File: config.mk
export PLATFORM = sky130hd
export DESIGN_NAME = rx_char_holder
export DESIGN_NICKNAME = d
export VERILOG_FILES = /design/src/rtl/rx_hold_pkg.sv /design/src/rtl/rx_hold_ctrl.sv /design/src/rtl/rx_hold_dp.sv /design/src/rtl/rx_char_holder.sv
export SDC_FILE = /design/constraint.sdc
export NUM_CORES = 1
export LEC_CHECK = 0
export BUFFER_PORTS_ARGS = -buffer_cell sky130_fd_sc_hd__buf_2
export CAP_MARGIN = 5
export CELL_PAD_IN_SITES_DETAIL_PLACEMENT = 0
export CELL_PAD_IN_SITES_GLOBAL_PLACEMENT = 2
export CORE_MARGIN = 8
export CORE_UTILIZATION = 23
export CTS_BUF_LIST = sky130_fd_sc_hd__clkbuf_16
export CTS_CLUSTER_DIAMETER = 80
export DETAILED_ROUTE_END_ITERATION = 10
export PLACE_DENSITY_LB_ADDON = 0.1
export SLEW_MARGIN = 20
export SYNTH_ARGS = -nofsm -noshare
export SYNTH_HDL_FRONTEND = slang
export SYNTH_SLANG_ARGS = --single-unit
File: constraint.sdc
create_clock -name clk -period 0.8 [get_ports clk]
set_input_delay 0.08 -clock clk [delete_from_list [all_inputs] [get_ports clk]]
set_output_delay 0.08 -clock clk [all_outputs]
set_load 0.03 [all_outputs]
File: src/rtl/rx_hold_pkg.sv
package rx_hold_pkg;

  localparam int STAT_W = 8;

  // Read addresses decoded by the block.
  localparam logic [1:0] ADDR_STATUS  = 2'd0;
  localparam logic [1:0] ADDR_PRIMARY = 2'd1;
  localparam logic [1:0] ADDR_ALIAS   = 2'd2;

  // Status bit positions.
  localparam int BIT_ERR   = 7;
  localparam int BIT_READY = 6;
  localparam int BIT_BRK   = 5;
  localparam int BIT_FRAME = 4;
  localparam int BIT_OVR   = 3;
  localparam int BIT_PAR   = 2;
  localparam int BIT_WAKE  = 1;

  // Strobes from the control module to the datapath.
  typedef struct packed {
    logic loadChar;
    logic clrReady;
    logic setOverrun;
    logic setFrame;
    logic setParity;
    logic setBreak;
    logic setWake;
    logic clrFlags;
  } rxCtlT;

endpackage

File: src/rtl/rx_hold_ctrl.sv
module rx_hold_ctrl
  import rx_hold_pkg::*;
#(
  parameter int ADDR_W = 2
) (
  input  logic              clk,
  input  logic              rstN,
  input  logic              charValid,
  input  logic              charFrame,
  input  logic              charParity,
  input  logic              charWake,
  input  logic              breakDet,
  input  logic              swRxReset,
  input  logic              rdStb,
  input  logic [ADDR_W-1:0] rdAddr,
  input  logic              intEna,
  input  logic              readyNow,
  input  logic              breakNow,
  output rxCtlT             ctl,
  output logic              rxIrq
);

  logic primaryRead;

  assign primaryRead = rdStb && (rdAddr == ADDR_W'(ADDR_PRIMARY));

  always_comb begin
    ctl = '0;
    if (swRxReset) begin
      // Software reset overrides everything else in this cycle.
      ctl.clrFlags = 1'b1;
    end else begin
      ctl.loadChar   = charValid;
      ctl.setOverrun = charValid && readyNow;
      ctl.setFrame   = charValid && charFrame;
      ctl.setParity  = charValid && charParity;
      ctl.setWake    = charValid && charWake;
      ctl.setBreak   = breakDet;
      // A transfer in the same cycle wins over the clearing read.
      ctl.clrReady   = primaryRead && !charValid;
    end
  end

  always_ff @(posedge clk or negedge rstN) begin
    if (!rstN) rxIrq <= 1'b0;
    else       rxIrq <= intEna && (readyNow || breakNow);
  end

  // the request follows its causes with one register of delay
  a_r7_irq_follows: assert property (@(posedge clk) disable iff (!rstN)
    (intEna && (readyNow || breakNow)) |=> rxIrq);
  a_r7_irq_drops: assert property (@(posedge clk) disable iff (!rstN)
    !(intEna && (readyNow || breakNow)) |=> !rxIrq);

  // a software reset never lets a set strobe through
  a_r9_reset_wins: assert property (@(posedge clk) disable iff (!rstN)
    swRxReset |-> !(ctl.loadChar || ctl.setBreak || ctl.setOverrun));

endmodule

File: src/rtl/rx_hold_dp.sv
module rx_hold_dp
  import rx_hold_pkg::*;
#(
  parameter int DATA_W   = 8,
  parameter int BUS_W    = 16,
  parameter int ADDR_W   = 2,
  parameter bit FIFO_ERR = 1'b1
) (
  input  logic              clk,
  input  logic              rstN,
  input  rxCtlT             ctl,
  input  logic [DATA_W-1:0] charData,
  input  logic              fifoMode,
  input  logic              fifoFrameErr,
  input  logic              fifoParityErr,
  input  logic [ADDR_W-1:0] rdAddr,
  output logic [BUS_W-1:0]  rdData,
  output logic              readyNow,
  output logic              breakNow
);

  localparam int PAD_W = BUS_W - DATA_W - 2;

  logic [DATA_W-1:0] holdQ;
  logic readyQ, brkQ, frameQ, ovrQ, parQ, wakeQ;
  logic [STAT_W-1:0] statusW;
  logic [1:0] fifoBits;

  // Holding register: a software reset keeps the character.
  always_ff @(posedge clk or negedge rstN) begin
    if (!rstN)             holdQ <= '0;
    else if (ctl.loadChar) holdQ <= charData;
  end

  always_ff @(posedge clk or negedge rstN) begin
    if (!rstN) begin
      readyQ <= 1'b0;
      brkQ   <= 1'b0;
      frameQ <= 1'b0;
      ovrQ   <= 1'b0;
      parQ   <= 1'b0;
      wakeQ  <= 1'b0;
    end else if (ctl.clrFlags) begin
      readyQ <= 1'b0;
      brkQ   <= 1'b0;
      frameQ <= 1'b0;
      ovrQ   <= 1'b0;
      parQ   <= 1'b0;
      wakeQ  <= 1'b0;
    end else begin
      if (ctl.loadChar)      readyQ <= 1'b1;
      else if (ctl.clrReady) readyQ <= 1'b0;
      if (ctl.setBreak)   brkQ   <= 1'b1;
      if (ctl.setFrame)   frameQ <= 1'b1;
      if (ctl.setOverrun) ovrQ   <= 1'b1;
      if (ctl.setParity)  parQ   <= 1'b1;
      if (ctl.setWake)    wakeQ  <= 1'b1;
    end
  end

  always_comb begin
    statusW            = '0;
    statusW[BIT_READY] = readyQ;
    statusW[BIT_BRK]   = brkQ;
    statusW[BIT_FRAME] = frameQ;
    statusW[BIT_OVR]   = ovrQ;
    statusW[BIT_PAR]   = parQ;
    statusW[BIT_WAKE]  = wakeQ;
    statusW[BIT_ERR]   = brkQ | frameQ | ovrQ | parQ;
  end

  generate
    if (FIFO_ERR) begin : g_fifoErr
      assign fifoBits = fifoMode ? {fifoFrameErr, fifoParityErr} : 2'b00;
    end else begin : g_noFifoErr
      assign fifoBits = 2'b00;
    end
  endgenerate

  always_comb begin
    unique case (rdAddr)
      ADDR_W'(ADDR_STATUS):  rdData = {{(BUS_W-STAT_W){1'b0}}, statusW};
      ADDR_W'(ADDR_PRIMARY): rdData = {fifoBits, {PAD_W{1'b0}}, holdQ};
      ADDR_W'(ADDR_ALIAS):   rdData = {{(BUS_W-DATA_W){1'b0}}, holdQ};
      default:               rdData = '0;
    endcase
  end

  assign readyNow = readyQ;
  assign breakNow = brkQ;

  // a load captures the character and raises ready
  a_r3_load: assert property (@(posedge clk) disable iff (!rstN)
    ctl.loadChar |=> (readyQ && holdQ == $past(charData)));
  // a transfer onto a ready character flags overrun
  a_r8_overrun: assert property (@(posedge clk) disable iff (!rstN)
    (ctl.loadChar && readyQ) |=> ovrQ);
  // sticky error flags stay set until a clear strobe
  a_r9_sticky: assert property (@(posedge clk) disable iff (!rstN)
    ((frameQ || parQ || ovrQ || brkQ) && !ctl.clrFlags)
      |=> (frameQ || parQ || ovrQ || brkQ));
  // a clear strobe empties every flag but keeps the character
  a_r9_clear: assert property (@(posedge clk) disable iff (!rstN)
    ctl.clrFlags |=> (!readyQ && !brkQ && !frameQ && !ovrQ && !parQ && !wakeQ
                      && $stable(holdQ)));
  // a clearing read without a load drops ready
  a_r4_clear_ready: assert property (@(posedge clk) disable iff (!rstN)
    (ctl.clrReady && !ctl.loadChar && !ctl.clrFlags) |=> !readyQ);

endmodule

File: src/rtl/rx_char_holder.sv
module rx_char_holder
  import rx_hold_pkg::*;
#(
  parameter int DATA_W   = 8,
  parameter int BUS_W    = 16,
  parameter int ADDR_W   = 2,
  parameter bit FIFO_ERR = 1'b1
) (
  input  logic              clk,
  input  logic              rstN,
  input  logic              charValid,
  input  logic [DATA_W-1:0] charData,
  input  logic              charFrame,
  input  logic              charParity,
  input  logic              charWake,
  input  logic              breakDet,
  input  logic              swRxReset,
  input  logic              fifoMode,
  input  logic              fifoFrameErr,
  input  logic              fifoParityErr,
  input  logic              intEna,
  input  logic              rdStb,
  input  logic [ADDR_W-1:0] rdAddr,
  output logic [BUS_W-1:0]  rdData,
  output logic              rxIrq
);

  rxCtlT ctl;
  logic  readyNow;
  logic  breakNow;

  rx_hold_ctrl #(.ADDR_W(ADDR_W)) i_ctrl (
    .clk(clk), .rstN(rstN),
    .charValid(charValid), .charFrame(charFrame), .charParity(charParity),
    .charWake(charWake), .breakDet(breakDet), .swRxReset(swRxReset),
    .rdStb(rdStb), .rdAddr(rdAddr), .intEna(intEna),
    .readyNow(readyNow), .breakNow(breakNow),
    .ctl(ctl), .rxIrq(rxIrq)
  );

  rx_hold_dp #(.DATA_W(DATA_W), .BUS_W(BUS_W), .ADDR_W(ADDR_W),
               .FIFO_ERR(FIFO_ERR)) i_dp (
    .clk(clk), .rstN(rstN), .ctl(ctl), .charData(charData),
    .fifoMode(fifoMode), .fifoFrameErr(fifoFrameErr),
    .fifoParityErr(fifoParityErr), .rdAddr(rdAddr),
    .rdData(rdData), .readyNow(readyNow), .breakNow(breakNow)
  );

  // an alias read never takes away a ready character
  a_r5_alias_keeps: assert property (@(posedge clk) disable iff (!rstN)
    (rdStb && rdAddr == ADDR_W'(ADDR_ALIAS) && readyNow && !swRxReset)
      |=> readyNow);
  // a transfer beats a same-cycle primary read
  a_r10_transfer_wins: assert property (@(posedge clk) disable iff (!rstN)
    (rdStb && rdAddr == ADDR_W'(ADDR_PRIMARY) && charValid && !swRxReset)
      |=> readyNow);
  // the unused address reads zero
  a_r11_unused_zero: assert property (@(posedge clk) disable iff (!rstN)
    (rdAddr == ADDR_W'(3)) |-> (rdData == '0));

endmodule

==> summary.md, run 1 <==
| Metric | Value |
|---|---|
| Clk root buf | clkbuf_16 |
| Final hold vios | 0 |
| Clock Latency Late Sink | 250 ps |
| Tot Pwr | 2.78 mW |
| Hold Path Sink | i_dp.readyNow |
| Worst R2R End | i_dp.holdQ[6] |
| Setup CP Type | flop to primary output |
| Multi-input gate area | 515 um2 |
| Setup crit end kind | primary output |
| Final non-filler cell total | 177 |
| RSZ-0062 raised after global routing | yes |
| Vias per cell | 4.01 |
| Vias in the first global route | 752 |
| Final period utilization | 1.61 |
| Crit path launch type | flop |
| TritonCTS clock tree | built |
| Worst R2R Setup Slack | -90 ps |
| Crit path max fanout | 2 |
| Hold path start | rdStb |
| Critical Path RT | 720 ps |
| Die height | 74.7 um |
| Post-synthesis sequential area ratio | 0.474 |
| Avg Cell Area, Syn | 10.7 um2 |
| Dominant cell type by area after synthesis | dfrtp_1 |
| Status | complete, but fails checks |
| Core area | 3310 um2 |
| Hold path depth | 2 |
| Total number of yosys warnings | 0 |
| Fillcell total | 339 |
| Routed wire length | 2320 um |
| Most numerous cell in the Yosys netlist | dfrtp_1 |
| Post-synth top cells | 15 x dfrtp_1, 8 x buf_4, 8 x mux2_2 |
| Final GP Congestion | 0.688 |
| Worst hold path type | input port to flop |
| Setup violators final | 21 |
| Storage cell area | 378 um2 |
| Clock slew at reported path FFs | 50 ps |
| CP Cell Sequence | nor4_4 -> o31ai_4 -> buf_6 |
| Antenna viol nets, final | 0 |
| Pwr Density | 1870 nW/um2 |
| Finished Cell Area | 1490 um2 |
| Fin crit period | 1290 ps |
| Failing checks | setup timing |
| Synth cell types | 20 |
| Setup WS post-layout | -491 ps |
| # clock sinks | 15 |
| Top cell type's share of synthesized area | 0.474 |
| DR iter-0 viols | 25 |
| Max-slew violations | 0 |
| WL/cell | 13.1 um |
| CTS max path bufs | 2 |
| Critical path arrival | 1210 ps |
| Area after DPL | 1170 um2 |
| Drt first pass iters | 3 |
| Pin count of the biggest net entering global routing | 16 |
| Post-synth EDFFs | 0 |
| CTS Buf Count | 3 |
| DP HPWL | 1830 um |
| Peak supply drop | 0.575 mV |
| Reg-to-reg startpoint | i_dp.holdQ[6] |
| LEAKAGE | 0.718 nW |
| Vias | 709 |
| Num rows | 21 |
| Antenna cells | 0 |
| Top FF cell, synth | dfrtp_1 |
| Slowest cell on the critical path | dfrtp_1 |
| Die ar. | 5580 um2 |
| Post-Place Cells | 165 |
| Drc violations | 0 |
| # IOs | 40 |
| Synth area leaders | dfrtp_1 47%, mux2_2 11%, mux2i_1 7.6% |
| FF+latch count, synth | 15 |
| Initial antenna violation count | 0 |
| CP peak stage delay | 400 ps |
| MaxCap Viol Count | 0 |
| Async SR Flop Fraction | 1.00 |
| Share of layout cells above drive strength 1 | 0.718 |
| DIE WIDTH | 74.7 um |
| Area Growth Syn to Fin | 87.5% |
| CTS HTree Levels | 1 |
| First-pass GRT wire length | 3670 um |
| R2R depth | 2 |
| IO Port Bufs | 33 |
| GR Util All Layers | 0.0897 |
| NumNets Final | 155 |
| Max Clock Skew | 4.50 ps |
| Total grt overflow | 0 |
| Final setup TNS | -3700 ps |
| Starting density of the core | 0.239 |
| Cell Area, Synth | 792 um2 |
| Mapped Cells | 74 |
| Fmax | 774 MHz |
==> where the power goes <==
part	leakage (nW)	internal [mW]	total (mW)	switching [mW]
clock	0.0409	0.668	0.983	0.316
combinational	0.496	0.467	0.870	0.403
sequential	0.182	0.846	0.923	0.0775
==> worst max path at each step <==
stage                       start         to  cells past startpoint
finish                  i_dp.ovrQ  rdData[7]                      3
global route            i_dp.ovrQ  rdData[7]                      3
detailed placement      rdAddr[0]  rdData[5]                      6
global placement        rdAddr[1]  rdData[4]                      6
floorplan               i_dp.ovrQ  rdData[7]                      2
CTS                 i_dp.breakNow  rdData[7]                      3
==> cell type report <==
class / instances / area share
inverter: 1 / 0.00253
clock inverter: 1 / 0.00337
multi-input combinational: 54 / 0.347
tap: 46 / 0.0388
clock buffer: 3 / 0.0505
sequential: 15 / 0.254
timing repair buffer: 57 / 0.303
==> stage by stage <==
stage / utilization / worst slack, ps / hold slack [ps]
2_1_floorplan: - / -145 / -216
3_3_place_gp: 0.354 / -330 / 12.6
3_5_place_dp: 0.354 / -307 / 17.6
4_1_cts: 0.420 / -531 / 29.8
5_1_grt: 0.449 / -551 / 33.2
6_report: 0.449 / -491 / 38.6
==> critical path: cells and delay by family (launching register included) <==
kind | cells | cell delay, ps
simple gates | 1 | 340
buf+inv | 1 | 150
compound gates | 1 | 80
flops | 1 | 400
==> layout by cell type, fill, tap and decap left out, types with 3 or more instances in the layout <==
master and instances:
buf_2 22, buf_6 20, buf_4 14, dfrtp_1 13, mux2_4 8, nand2_1 6, o21ai_2 6, conb_1 6
nor2_1 5, mux2i_1 3, a21oi_2 3, clkbuf_16 3
==> logic make-up after synthesis <==
group                  count (synthesis)  share of synthesized area
AND/OR/NAND/NOR                       19                      0.136
AO/OA/AOI/OAI                         15                      0.109
flip-flops                            15                      0.474
multiplexers                          14                      0.190
buffers and inverters                 10                     0.0869
other                                  1                    0.00473
==> state kept, by name, indices dropped and copies added, names as in the netlist <==
register       cells
i_ctrl.rxIrq       1
i_dp.breakNow      1
i_dp.frameQ        1
i_dp.holdQ         8
i_dp.ovrQ          1
i_dp.parQ          1
i_dp.readyNow      1
i_dp.wakeQ         1
==> per-layer routing <==
metal,up-vias,wire length (um),part of all wire,global-route usage
met5,-,0,0,0
met4,0,44,0.019,0.0457
met3,5,196,0.084,0.0386
met2,21,1030,0.44,0.125
met1,326,1050,0.45,0.114
li1,357,-,-,-
==> repair_timing <==
action                                  4_1_cts  5_1_grt
hold buffers                                  1        0
pin swaps                                     3       10
resized for setup                            31       16
endpoints found under the hold margin        15        0
setup buffers                                 4        4
endpoints found under the setup margin       17       20
(Power assumes the default switching activity.)
==> run 2, diff against run 1 <==
- CELL_PAD_IN_SITES_DETAIL_PLACEMENT: 0 -> default
- CELL_PAD_IN_SITES_GLOBAL_PLACEMENT: 2 -> default
- CORE_UTILIZATION: 23 -> 30
- PLACE_DENSITY_LB_ADDON: 0.1 -> default
- clock period: 0.8 -> 1.45 ns (I/O delays scaled with it)
==> run 2 against run 1 <==
Against the previous run: the flow now finishes without violations; clock power shrank 47%; global-route usage about the same; die area down 19%; non-clock buffer count decreased by 21; via count fell by 11%; clock skew fell by 3.9 ps; utilization is 2.4 points lower; critical path depth stayed put; worst setup slack better by 580 ps; first-iteration DRC count fell by 48%; critical endpoint unchanged.
==> summary.md, run 2 (synthesized netlist as in run 1, its figures left out) <==
| Metric | Value |
|---|---|
| First-pass GRT wire length | 3150 um (-14%) |
| Clk root buf | clkbuf_16 |
| Fin crit period | 1360 ps |
| Pwr Density | 1230 nW/um2 (-34%) |
| GR Util All Layers | 0.0896 (about the same) |
| Antenna cells | 0 (unchanged) |
| DP HPWL | 1610 um (-12%) |
| Area after DPL | 956 um2 (-19%) |
| Reg-to-reg startpoint | i_dp.readyNow |
| Hold Path Sink | i_dp.readyNow |
| Initial antenna violation count | 0 (unchanged) |
| Die height | 67.4 um (-9.8%) |
| Final GP Congestion | 0.780 (+13%) |
| Starting density of the core | 0.317 (+0.0776) |
| Drc violations | 0 (unchanged) |
| Worst hold path type | input port to flop |
| Final hold vios | 0 (unchanged) |
| Critical path arrival | 1220 ps (about the same) |
| Tot Pwr | 1.31 mW (-53%) |
| Most frequent cells in the layout | 32 x buf_2, 15 x dfrtp_1, 8 x mux2_2 |
| DIE WIDTH | 67.4 um (-9.8%) |
| # clock sinks | 15 (unchanged) |
| Fmax | 734 MHz |
| Crit path launch type | flop |
| Peak supply drop | 0.749 mV (+30%) |
| Max-slew violations | 0 (unchanged) |
| Clock slew at reported path FFs | 50 ps (about the same) |
| TritonCTS clock tree | built |
| Antenna viol nets, final | 0 (unchanged) |
| CTS HTree Levels | 1 (unchanged) |
| NumNets Final | 134 (-14%) |
| CTS Buf Count | 3 (unchanged) |
| CTS max path bufs | 2 (unchanged) |
| Register name with the most flops | i_dp.holdQ |
| Final period utilization | 0.939 |
| Vias in the first global route | 685 (-8.9%) |
| Setup violators final | 0 (-100%) |
| Pin count of the biggest net entering global routing | 16 (unchanged) |
| RSZ-0062 raised after global routing | no |
| Worst R2R Setup Slack | 620 ps (+710 ps) |
| LEAKAGE | 0.548 nW (-24%) |
| Worst R2R End | i_dp.readyNow |
| Largest register FFs | 8 (unchanged) |
| Core area | 2500 um2 (-24%) |
| Final setup TNS | 0 ps (+3700 ps) |
| Vias per cell | 4.49 (+12%) |
| Routed wire length | 1940 um (-17%) |
| Hold path start | rdStb |
| Vias | 628 (-11%) |
| Setup CP Type | flop to primary output |
| DR iter-0 viols | 13 (-48%) |
| # IOs | 40 (unchanged) |
| Share of layout cells above drive strength 1 | 0.464 (-0.254) |
| Status | complete, no violations |
| Drt first pass iters | 2 (-1) |
| Setup crit end kind | primary output |
| Clock Latency Late Sink | 240 ps (about the same) |
| Die ar. | 4540 um2 (-19%) |
| R2R depth | 2 (unchanged) |
| Crit path max fanout | 3 (+1) |
| MaxCap Viol Count | 0 (unchanged) |
| Hold path depth | 2 (unchanged) |
| WL/cell | 13.8 um (+5.6%) |
| Final Util | 0.425 (-0.0237) |
| Finished Cell Area | 1060 um2 (-28%) |
| Hold slack | 101 ps (+62.6 ps) |
| Area Growth Syn to Fin | 34.1% |
| Critical Path RT | 1310 ps (+590 ps) |
| Most common cell after layout, fill and taps aside | buf_2 |
| IO Port Bufs | 33 (unchanged) |
| Num rows | 18 (-14%) |
| Max Clock Skew | 0.588 ps (-3.91 ps) |
| Total grt overflow | 0 (unchanged) |
## run 2: stage by stage
stage | std cells | worst slack (ps)
2_1_floorplan | 79 | 135
3_3_place_gp | 134 | 302
3_5_place_dp | 134 | 299
4_1_cts | 139 | 43.0
5_1_grt | 140 | 5.45
6_report | 140 | 88.5
## run 2: worst max-delay path, stage by stage, from the launching register on
cell and delay (ps):
dfrtp_1 400, nor4_2 280, o31ai_1 110, buf_4 180
## run 2: how the worst max path moves through the flow
stage	from	endpoint	slack, ps
finish	i_dp.frameQ	rdData[7]	90
global route	i_dp.parQ	rdData[7]	5
CTS	i_dp.ovrQ	rdData[7]	40
detailed placement	rdAddr[1]	rdData[7]	300
global placement	rdAddr[1]	rdData[7]	300
floorplan	i_dp.breakNow	rdData[7]	140
## run 2: cell type report
type,count,area [um2]
Fill cell,255,1440
Sequential cell,15,375
Multi-Input combinational cell,54,373
Timing Repair Buffer,36,193
Clock buffer,3,75.1
Tap cell,30,37.5
Clock inverter,1,5.00
Inverter,1,3.75
## run 2: timing repair
item / in CTS / in global routing
gates resized for setup: 0 / 2
setup buffers: 0 / 1
endpoints found under the hold margin: 15 / 0
hold buffers: 1 / 0
setup endpoints to repair: 0 / 1
## run 2: power breakdown
group          leakage [nW]  total [mW]  switching [mW]  internal [mW]
registers             0.185       0.502          0.0359          0.466
logic                 0.322       0.284           0.171          0.114
clock network        0.0409       0.521           0.154          0.367
## run 2: metal layers
layer  track usage  vias up  routed length [um]
met2         0.137       25                 865
met3        0.0497        0                 210
li1              -      317                   -
met1         0.106      286                 861
met4        0.0235        0                   0
met5             0        -                   0
==> run 3, diff against run 2 <==
- CELL_PAD_IN_SITES_DETAIL_PLACEMENT: default -> 0
- CELL_PAD_IN_SITES_GLOBAL_PLACEMENT: default -> 1
- PLACE_DENSITY_LB_ADDON: default -> 0.1
==> run 3 against run 2 <==
Against the previous run: sequential share of layout area is 0.21 points higher; global-route usage grew 0.51 points; critical path depth unchanged; largest cell class unchanged; largest power group unchanged; highest routed layer is now met4.
==> summary.md, run 3 (synthesized netlist as in run 1, its figures left out) <==
| Metric | Value |
|---|---|
| Setup crit end kind | primary output |
| Crit path launch type | flop |
| Area after DPL | 963 um2 (+0.79%) |
| Pwr Density | 1250 nW/um2 (+1.7%) |
| DIE WIDTH | 67.4 um (unchanged) |
| Antenna viol nets, final | 0 (unchanged) |
| Switching Share | 0.284 (+0.00784) |
| Max Clock Skew | 0.264 ps (-0.325 ps) |
| Most common cell after layout, fill and taps aside | buf_2 |
| MaxCap Viol Count | 0 (unchanged) |
| Crit path max fanout | 3 (unchanged) |
| TritonCTS clock tree | built |
| Clock power frac | 0.409 (+0.011) |
| Num rows | 18 (unchanged) |
| Vias per cell | 4.55 (+1.4%) |
| Setup CP Type | flop to primary output |
| WL/cell | 14.3 um (+3.1%) |
| First-pass GRT wire length | 3260 um (+3.7%) |
| Status | complete, no violations |
| Drc violations | 0 (unchanged) |
| IO Port Bufs | 33 (unchanged) |
| CTS HTree Levels | 1 (unchanged) |
| Hold slack | 94.8 ps (-6.52 ps) |
| Max Used Layer | met4 |
| DP HPWL | 1630 um (+1.1%) |
| Antenna cells | 0 (unchanged) |
| Setup violators final | 0 (unchanged) |
| Switching pwr | 0.375 mW (+4.0%) |
| Drt first pass iters | 4 (+2) |
| Comb pwr share | 0.211 (-0.006) |
| Share of layout cells above drive strength 1 | 0.455 (-0.00909) |
| Initial antenna violation count | 0 (unchanged) |
| NumNets Final | 134 (unchanged) |
| Clock slew at reported path FFs | 50 ps (about the same) |
| Die height | 67.4 um (unchanged) |
| Final period utilization | 0.978 (+0.0393) |
| LEAKAGE | 0.542 nW (-1.1%) |
| Core area | 2500 um2 (unchanged) |
| Final hold vios | 0 (unchanged) |
| Max-slew violations | 0 (unchanged) |
| Area Growth Syn to Fin | 33.3% |
| Die ar. | 4540 um2 (unchanged) |
| GR Util All Layers | 0.0948 (+0.00513) |
| P_int | 0.947 mW (about the same) |
| DR iter-0 viols | 19 (+6) |
| CTS max path bufs | 2 (unchanged) |
| Routed wire length | 2000 um (+3.1%) |
| # IOs | 40 (unchanged) |
| Tot Pwr | 1.32 mW (+1.1%) |
| Most frequent cells in the layout | 33 x buf_2, 15 x dfrtp_1, 8 x mux2_2 |
| Worst hold path type | input port to flop |
| Vias | 637 (+1.4%) |
| Flop pwr share | 0.380 (-0.004) |
| # clock sinks | 15 (unchanged) |
| Met1 Wirelength | 901 um (+4.6%) |
| Critical Path RT | 1310 ps (about the same) |
| Peak supply drop | 0.921 mV (+23%) |
| Total grt overflow | 0 (unchanged) |
| Met3 WL | 184 um (-12%) |
| Pin count of the biggest net entering global routing | 16 (unchanged) |
| Final GP Congestion | 0.718 (-7.9%) |
| Clock Latency Late Sink | 240 ps (about the same) |
| RSZ-0062 raised after global routing | no |
| Starting density of the core | 0.317 (unchanged) |
| Post-CTS Setup Inserts | 0 (unchanged) |
| Final setup TNS | 0 ps (unchanged) |
| Finished Cell Area | 1060 um2 (-0.59%) |
| Largest register FFs | 8 (unchanged) |
| Register name with the most flops | i_dp.holdQ |
| Fin crit period | 1420 ps (+57.0 ps) |
| Clk root buf | clkbuf_16 |
| CTS Buf Count | 3 (unchanged) |
| Critical path arrival | 1270 ps (+50 ps) |
| Met2 routed WL | 894 um (+3.4%) |
| Vias in the first global route | 691 (+0.88%) |
| Fmax | 705 MHz (-4.0%) |
==> run 3: cell count changes in the layout (fill, tap and decap cells not counted) <==
| cell | previous run | this run |
|---|---|---|
| clkinv_2 | 1 | 0 |
| buf_4 | 3 | 2 |
| buf_2 | 32 | 33 |
| clkinvlp_4 | 0 | 1 |
| nor4_2 | 1 | 0 |
| nor4_1 | 0 | 1 |
==> run 3: worst max-delay path, cell delays in order, from the launching register on <==
cell and delay (ps):
dfrtp_1 420, nor4_1 320, o31ai_1 100, buf_2 180
==> run 3: final timing paths <==
| path | cells past startpoint | from | to | slack, ps |
|---|---|---|---|---|
| max reg2reg | 2 | i_dp.readyNow | i_dp.readyNow | 640 |
| min reg2reg | 1 | i_dp.holdQ[7] | i_dp.holdQ[7] | 510 |
| min | 2 | rdStb | i_dp.readyNow | 90 |
| max | 3 | i_dp.parQ | rdData[7] | 30 |
| min in group asynchronous | 2 | rstN | i_dp.breakNow | 330 |
| max in group asynchronous | 2 | rstN | i_dp.holdQ[7] | 860 |
==> run 3: power by group through the flow <==
stage / combinational [mW] / sequential (mW) / clock, mW
after CTS: 0.284 / 0.503 / 0.562
after global routing: 0.306 / 0.510 / 0.577
after floorplan: 0.202 / 0.500 / 0
after detailed placement: 0.281 / 0.510 / 0
after global placement: 0.277 / 0.509 / 0
final: 0.279 / 0.502 / 0.541
==> run 3: layout make-up <==
cell class / count / area (um2)
flip-flops and latches: 15 / 375
clock inverters: 1 / 7.51
fillers: 254 / 1440
repair buffers: 36 / 190
clock buffers: 3 / 75.1
well taps: 30 / 37.5
multi-input cells: 54 / 367
inverters: 1 / 3.75
==> run 3: per-stage QoR <==
stage                     setup WS (ps)   util  cells
after CTS                          45.3  0.422    140
final                              31.5  0.422    140
after global routing               3.30  0.422    140
after floorplan                     135      -     79
after detailed placement            194  0.385    135
after global placement              254  0.385    135
==> run 3: per-layer routing <==
metal  up-vias  GRT usage
met5         -          0
met4         0     0.0313
met3         2     0.0447
met2        23      0.142
met1       295      0.117
li1        317          -
==> run 3: repair_timing <==
item | CTS | global route
hold buffers | 1 | 0
gates resized for setup | 0 | 0
endpoints found under the hold margin | 15 | 0
